**src/rtl/fcr_pkg.sv**
```systemverilog
// Package: field positions, masks, register indices and the index decoder
// shared by the floating-point control register file. Assumes a 32-bit
// status word with the condition-code hole at bit 24.
package fcr_pkg;

    localparam int unsigned WORD_W    = 32;
    localparam int unsigned IDX_W     = 5;
    localparam int unsigned N_MASKED  = 5;   // cause bits gated by enables
    localparam int unsigned N_CAUSE   = 6;   // includes the unmaskable one
    localparam int unsigned N_CC      = 8;

    localparam int unsigned POS_RM    = 0;
    localparam int unsigned POS_FLAG  = 2;
    localparam int unsigned POS_EN    = 7;
    localparam int unsigned POS_CAUSE = 12;
    localparam int unsigned POS_CC0   = 23;
    localparam int unsigned POS_FTZ   = 24;
    localparam int unsigned POS_CCHI  = 25;
    localparam int unsigned POS_FTZ_ALIAS = 2;

    localparam logic [WORD_W-1:0] MASK_RSV = 32'h007C_0000;
    localparam logic [WORD_W-1:0] MASK_EXC = 32'h0003_F07C;
    localparam logic [WORD_W-1:0] MASK_CTL = 32'h0000_0F83;
    localparam logic [WORD_W-1:0] MASK_CC  = 32'hFE80_0000;

    localparam logic [IDX_W-1:0] IDX_IDENT = 5'd0;
    localparam logic [IDX_W-1:0] IDX_CCV   = 5'd25;
    localparam logic [IDX_W-1:0] IDX_EXCV  = 5'd26;
    localparam logic [IDX_W-1:0] IDX_CTLV  = 5'd28;
    localparam logic [IDX_W-1:0] IDX_FULL  = 5'd31;

    typedef enum logic [2:0] {
        VW_NONE,
        VW_IDENT,
        VW_CC,
        VW_EXC,
        VW_CTL,
        VW_FULL
    } view_e;

    // Map a register index onto the view it selects.
    function automatic view_e decode_view(input logic [IDX_W-1:0] idx);
        view_e v;
        case (idx)
            IDX_IDENT: v = VW_IDENT;
            IDX_CCV:   v = VW_CC;
            IDX_EXCV:  v = VW_EXC;
            IDX_CTLV:  v = VW_CTL;
            IDX_FULL:  v = VW_FULL;
            default:   v = VW_NONE;
        endcase
        return v;
    endfunction

endpackage

```
**src/rtl/fcr_view_read.sv**
```systemverilog
// Module: fcr_view_read
// Combinational read-view formatter. Builds the 32-bit view selected by the
// index from the status word, then sign-extends it to XLEN. Assumes
// XLEN > 32 and that reserved status bits are already zero.
module fcr_view_read
    import fcr_pkg::*;
#(
    parameter logic [31:0] IMPL_ID = 32'h0000_0B27,
    parameter int unsigned XLEN    = 64
) (
    input  logic [IDX_W-1:0]  idx,
    input  logic [WORD_W-1:0] status,
    output logic              hit,
    output logic [XLEN-1:0]   data
);
    localparam int unsigned EXT_W = XLEN - WORD_W;

    logic [WORD_W-1:0] view_w;
    logic [N_CC-1:0]   packed_cc;

    // Gather the condition codes into a dense byte, closing the hole.
    always_comb begin
        packed_cc = {status[WORD_W-1:POS_CCHI], status[POS_CC0]};
    end

    // Select the view for the requested index.
    always_comb begin
        hit    = 1'b1;
        view_w = '0;
        unique case (decode_view(idx))
            VW_IDENT: view_w = IMPL_ID;
            VW_CC:    view_w = {{(WORD_W-N_CC){1'b0}}, packed_cc};
            VW_EXC:   view_w = status & MASK_EXC;
            VW_CTL: begin
                view_w = status & MASK_CTL;
                view_w[POS_FTZ_ALIAS] = status[POS_FTZ];
            end
            VW_FULL:  view_w = status;
            default:  hit = 1'b0;
        endcase
    end

    // Sign-extend to the general register width.
    always_comb begin
        data = {{EXT_W{view_w[WORD_W-1]}}, view_w};
    end

endmodule

```
**src/rtl/fcr_write_merge.sv**
```systemverilog
// Module: fcr_write_merge
// Combinational write merger. Computes the next status word for a write
// through any view and flags whether the exception check must follow.
// Assumes the caller gates wr_en; unimplemented indices leave the word as is.
module fcr_write_merge
    import fcr_pkg::*;
(
    input  logic              wr_en,
    input  logic [IDX_W-1:0]  idx,
    input  logic [WORD_W-1:0] wdata,
    input  logic [WORD_W-1:0] status,
    output logic [WORD_W-1:0] nxt_status,
    output logic              need_check
);
    // Merge the written view into the held word.
    always_comb begin
        nxt_status = status;
        need_check = 1'b0;
        if (wr_en) begin
            unique case (decode_view(idx))
                VW_CC: begin
                    nxt_status[POS_CC0]             = wdata[0];
                    nxt_status[WORD_W-1:POS_CCHI]   = wdata[N_CC-1:1];
                end
                VW_EXC: begin
                    nxt_status = (status & ~MASK_EXC) | (wdata & MASK_EXC);
                    need_check = 1'b1;
                end
                VW_CTL: begin
                    nxt_status = (status & (MASK_CC | MASK_EXC)) | (wdata & MASK_CTL);
                    nxt_status[POS_FTZ] = wdata[POS_FTZ_ALIAS];
                    need_check = 1'b1;
                end
                VW_FULL: begin
                    nxt_status = wdata & ~MASK_RSV;
                    need_check = 1'b1;
                end
                default: begin
                    nxt_status = status;
                end
            endcase
        end
    end

endmodule

```
**src/rtl/fcr_trap_check.sv**
```systemverilog
// Module: fcr_trap_check
// Combinational exception test on a status word. One lane per maskable
// cause bit ANDs cause with its enable; the top cause bit traps unmasked.
module fcr_trap_check
    import fcr_pkg::*;
(
    input  logic [N_CAUSE-1:0]  cause,
    input  logic [N_MASKED-1:0] enable,
    output logic                trap
);
    logic [N_MASKED-1:0] lane_hit;

    for (genvar k = 0; k < N_MASKED; k++) begin : g_lane
        // Cause k is reported only when its enable is set.
        always_comb begin
            lane_hit[k] = cause[k] & enable[k];
        end
    end

    // Any enabled cause, or the unmaskable cause, requests a trap.
    always_comb begin
        trap = (|lane_hit) | cause[N_CAUSE-1];
    end

endmodule

```
**src/rtl/fpu_ctrl_regs.sv**
```systemverilog
// Module: fpu_ctrl_regs (top)
// Floating-point control register file: holds the status word, serves
// indexed control reads (registered, sign-extended) and writes, and
// issues a one-cycle trap request after writes that may change cause or
// enable bits. Assumes one read and one write port, synchronous reset.
module fpu_ctrl_regs
    import fcr_pkg::*;
#(
    parameter logic [31:0] IMPL_ID = 32'h0000_0B27,
    parameter int unsigned XLEN    = 64
) (
    input  logic              clk,
    input  logic              rst_n,
    input  logic              rd_en,
    input  logic [4:0]        rd_idx,
    input  logic              wr_en,
    input  logic [4:0]        wr_idx,
    input  logic [31:0]       wr_data,
    output logic [XLEN-1:0]   rd_data,
    output logic              rd_valid,
    output logic              trap_o,
    output logic [31:0]       status_o
);
    logic [WORD_W-1:0] status_q;
    logic [WORD_W-1:0] status_d;
    logic              check_d;
    logic              trap_d;
    logic              view_hit;
    logic [XLEN-1:0]   view_data;
    logic [XLEN-1:0]   rd_data_q;
    logic              rd_valid_q;
    logic              trap_q;

    fcr_view_read #(
        .IMPL_ID (IMPL_ID),
        .XLEN    (XLEN)
    ) u_view (
        .idx    (rd_idx),
        .status (status_q),
        .hit    (view_hit),
        .data   (view_data)
    );

    fcr_write_merge u_merge (
        .wr_en      (wr_en),
        .idx        (wr_idx),
        .wdata      (wr_data),
        .status     (status_q),
        .nxt_status (status_d),
        .need_check (check_d)
    );

    fcr_trap_check u_trap (
        .cause  (status_d[POS_CAUSE +: N_CAUSE]),
        .enable (status_d[POS_EN +: N_MASKED]),
        .trap   (trap_d)
    );

    // Status word register with synchronous reset.
    always_ff @(posedge clk) begin
        if (!rst_n) status_q <= '0;
        else        status_q <= status_d;
    end

    // Trap pulse: set only on a checked write whose result traps.
    always_ff @(posedge clk) begin
        if (!rst_n) trap_q <= 1'b0;
        else        trap_q <= check_d & trap_d;
    end

    // Read port: capture on hit, hold data otherwise.
    always_ff @(posedge clk) begin
        if (!rst_n) begin
            rd_data_q  <= '0;
            rd_valid_q <= 1'b0;
        end else begin
            rd_valid_q <= rd_en & view_hit;
            if (rd_en && view_hit) rd_data_q <= view_data;
        end
    end

    assign rd_data  = rd_data_q;
    assign rd_valid = rd_valid_q;
    assign trap_o   = trap_q;
    assign status_o = status_q;

    AST_RSVD_ZERO: assert property (@(posedge clk) disable iff (!rst_n)
        (status_q & MASK_RSV) == '0);
    AST_CC_WRITE_KEEPS: assert property (@(posedge clk) disable iff (!rst_n)
        (wr_en && wr_idx == IDX_CCV) |=> (status_q[POS_FTZ:0] & ~32'h0080_0000) == ($past(status_q[POS_FTZ:0]) & ~32'h0080_0000) && !trap_o);
    AST_UNMASKED_TRAP: assert property (@(posedge clk) disable iff (!rst_n)
        (wr_en && wr_idx == IDX_FULL && wr_data[POS_CAUSE+N_CAUSE-1]) |=> trap_o);
    AST_TRAP_NEEDS_WRITE: assert property (@(posedge clk) disable iff (!rst_n)
        trap_o |-> $past(wr_en));
    AST_RDV_NEEDS_REQ: assert property (@(posedge clk) disable iff (!rst_n)
        rd_valid |-> $past(rd_en));
    AST_IDLE_STABLE: assert property (@(posedge clk) disable iff (!rst_n)
        !wr_en |=> $stable(status_q));
    AST_NOREAD_HOLD: assert property (@(posedge clk) disable iff (!rst_n)
        !rd_en |=> $stable(rd_data) && !rd_valid);

endmodule

```
**config.mk**
```make
export PLATFORM = sky130hd
export DESIGN_NAME = fpu_ctrl_regs
export DESIGN_NICKNAME = d
export VERILOG_FILES = /design/src/rtl/fcr_pkg.sv /design/src/rtl/fcr_view_read.sv /design/src/rtl/fcr_write_merge.sv /design/src/rtl/fcr_trap_check.sv /design/src/rtl/fpu_ctrl_regs.sv
export SDC_FILE = /design/constraint.sdc
export NUM_CORES = 1
export LEC_CHECK = 0
export CAP_MARGIN = 10
export CELL_PAD_IN_SITES_DETAIL_PLACEMENT = 2
export CELL_PAD_IN_SITES_GLOBAL_PLACEMENT = 2
export CORE_AREA = 5 5 126 128
export DETAILED_ROUTE_END_ITERATION = 6
export DIE_AREA = 0 0 131 133
export GPL_ROUTABILITY_DRIVEN = 0
export HOLD_SLACK_MARGIN = 0.1
export PLACE_DENSITY = 0.74
export SYNTH_ARGS = -nofsm -noshare
export SYNTH_HDL_FRONTEND = slang
export SYNTH_SLANG_ARGS = --single-unit
```
**constraint.sdc**
```tcl
create_clock -name clk -period 2.2 [get_ports clk]
set_input_delay 0.66 -clock clk [delete_from_list [all_inputs] [get_ports clk]]
set_output_delay 0.66 -clock clk [all_outputs]
set_load 0.02 [all_outputs]
```
==> results.sh <==
export IMPL_antenna_found_initial=2
export IMPL_grt_ovfl_total=0
export IMPL_crit_chain="clkdlybuf4s50_1 -> buf_4 -> and3_4 -> buf_12 -> mux2i_4 -> o221ai_2 -> o31a_1"
export IMPL_setup_viol=0
export IMPL_synth_cell_types=36
export IMPL_cts_tree="yes"
export IMPL_drt_total_wl_um=12400
export IMPL_hold_viol=0
export IMPL_peakVddDrop_uv=235
export IMPL_die_height_um=133
export IMPL_rows=45
export IMPL_fin_util_pct=34.1
export IMPL_p_total_w=0.00305
export IMPL_die_area_um2=17400
export IMPL_fp_coreArea_um2=14800
export IMPL_grt_pass1_wl_um=18200
export IMPL_clk_latency_ps=340
export IMPL_syn_area_um2=2840
export IMPL_drt_initial_drc_count=120
export IMPL_track_usage_pct=13.8
export IMPL_hold_class="reg -> reg"
export IMPL_crit_family="buffers and inverters"
export IMPL_dp_hpwl_um=9090
export IMPL_clockRootBuffer="clkbuf_16"
export IMPL_slew_violations=0
export IMPL_clockBufferDepth=2
export IMPL_cpPeakStageDelay_ps=530
export IMPL_worstSetupPathType="in -> reg"
export IMPL_cp_required_ps=2430
export IMPL_drtAntennaViolNets=0
export IMPL_grt_pass1_vias=3154
export IMPL_maxSlewHeadroom_pct=79.2
export IMPL_post_route_min_period_ps=2140
export IMPL_synth_common_cells="dfxtp_1 (66), nor2_1 (43), buf_4 (32)"
export IMPL_worstMarginPinSlew_ps=310
export IMPL_worst_path_buf_inv=3
export IMPL_synth_main_ff_cell="dfxtp_1"
export IMPL_vias=2872
export IMPL_critical_path_slowest_cell="clkdlybuf4s50_1"
export IMPL_initial_core_util_pct=19.2
export IMPL_timing_final_crit_share_pct=97.4
export IMPL_ys_seq_area_share_pct=46.5
export IMPL_yosysWarnings=0
export IMPL_maxCapViolCount=0
export IMPL_grt_max_degree=34
export IMPL_io_pins=144
export IMPL_yosysTopAreaCellShare_pct=46.5
export IMPL_status="complete, no violations"
export IMPL_syn_area_per_cell_um2=9.49
export IMPL_path_max_fanout=6
export IMPL_wl_per_cell_um=19.4
export IMPL_path_clk_slew_ps=60
export IMPL_dieWidth_um=131
export IMPL_area_growth_pct=77.3
export IMPL_synth_largest_area_cell="dfxtp_1"
export IMPL_leakagePower_nw=2.29
export IMPL_synth_edf_count=0
export IMPL_num_fill_cells=1636
export IMPL_numCtsBuffers=9
export IMPL_cts_htree_levels=3
export IMPL_syn_nets=345
export IMPL_endpoint_kind="register"
export IMPL_postSynthCellCount=299
export IMPL_yosys_register_bits=66
export IMPL_start_kind="input port"
export IMPL_numPortBuffers=138
export IMPL_hold_buffers=0
export IMPL_drive_above_1_share_pct=18.8
export IMPL_crit_arrival_ps=2370
export IMPL_postSynth_asyncResetShare_pct=0
export IMPL_powerDensity_nw_per_um2=606
export IMPL_yosysMostFrequentCell="dfxtp_1"
export IMPL_ys_top_cells_by_area="dfxtp_1 (47%), buf_4 (8.5%), mux2i_1 (6.0%)"
export IMPL_cts_sinks=66
export IMPL_fin_skew_ps=5.47
export IMPL_clock_fmax_mhz=467
export IMPL_via_per_inst=4.48
export IMPL_drc=0
export IMPL_fin_nets=493
export IMPL_first_pass_iters=4
[cell families (layout without fill, tap and decap cells)]
group / after synthesis / in the layout / synth area share (%)
other: 0 / 1 / 0
buffers and inverters: 50 / 203 / 12.2
xor gates and xnor gates: 5 / 5 / 2.07
muxes: 17 / 17 / 5.99
and+or+nand+nor: 98 / 98 / 16.3
AOI/OAI and AO/OA: 63 / 63 / 17.0
DFF: 66 / 66 / 46.5
[cell type report]
class	count	area, um^2	share of cell area [%]
Clock buffer	9	225	4.47
Sequential cell	66	1320	26.2
Inverter	1	3.75	0.0746
Timing Repair Buffer	186	1880	37.4
Clock inverter	7	78.8	1.57
Tap cell	188	235	4.67
Antenna cell	1	2.50	0.0497
Multi-Input combinational cell	183	1280	25.5
[worst reg2reg max path, cell delays in order (launching register included)]
cell	delay [ps]
dfxtp_1	330
mux2i_2	230
o22ai_1	140
o31a_1	280
[layer usage]
metal	vias to the layer above	global-route usage, %	share of wire (%)
li1	1334	-	-
met1	1410	16.3	41
met2	114	23.6	50
met3	12	4.88	8.0
met4	2	3.43	0.87
met5	-	0	0.10
[path summary, 6_finish.rpt]
| check | slack [ps] | cells past startpoint | from | endpoint |
|---|---|---|---|---|
| hold / removal | 470 | 2 | rd_data[10]$_SDFFE_PN0P_ | rd_data[10]$_SDFFE_PN0P_ |
| setup reg to reg | 1120 | 3 | status_o[13]$_SDFF_PN0_ | trap_o$_SDFF_PN0_ |
| setup / recovery | 60 | 7 | wr_idx[2] | trap_o$_SDFF_PN0_ |
| hold reg to reg | 470 | 2 | rd_data[10]$_SDFFE_PN0P_ | rd_data[10]$_SDFFE_PN0P_ |
[power by group]
part | internal, W | total (W) | switching (W)
logic | 0.000197 | 0.000366 | 0.000169
clock network | 0.000884 | 0.00146 | 0.000576
registers | 0.00121 | 0.00123 | 0.0000142
total | 0.00229 | 0.00305 | 0.000760
[repair_timing]
item	CTS	global route
endpoints found under the setup margin	34	33
pin swaps	0	5
gates resized for setup	30	34
buffers inserted	0	1
cloned	0	1
[metrics by stage]
step                instance area (um^2)  std cells  hold slack, ps  TNS [ps]  setup slack, ps
global route                        5030        640             490     -2.40            -2.40
global placement                    4570        622             443    -10230             -396
CTS                                 4860        638             470         0            0.255
finish                              5030        641             466         0             56.9
floorplan                           2840        299             529         0             63.7
detailed placement                  4570        622             462    -12690             -448
[registers in the layout, summed over array words and instances, names as in the netlist, named ones only]
| signal | cells |
|---|---|
| rd_valid | 1 |
| trap_o | 1 |
| rd_data | 32 |
| status_o | 31 |
[placed cells by master (no fill, tap or decap), drive strengths merged, types with 2 or more instances in the layout]
cell type / netlist / layout
a21oi: 11 / 11
a221oi: 4 / 4
a22o: 15 / 15
a22oi: 14 / 14
a2bb2oi: 8 / 8
a31oi: 3 / 3
and2: 3 / 3
and3: 9 / 9
buf: 42 / 47
clkbuf: 7 / 10
clkdlybuf4s50: 0 / 96
clkinv: 0 / 2
clkinvlp: 0 / 3
dfxtp: 66 / 66
dlygate4sd2: 0 / 25
dlymetal6s2s: 0 / 17
inv: 1 / 2
mux2i: 17 / 17
nand2: 18 / 18
nand3: 9 / 9
nand4: 2 / 2
nor2: 43 / 43
nor3: 12 / 12
o21ai: 3 / 3
xnor2: 4 / 4
Power figures use the tool's default switching activity.
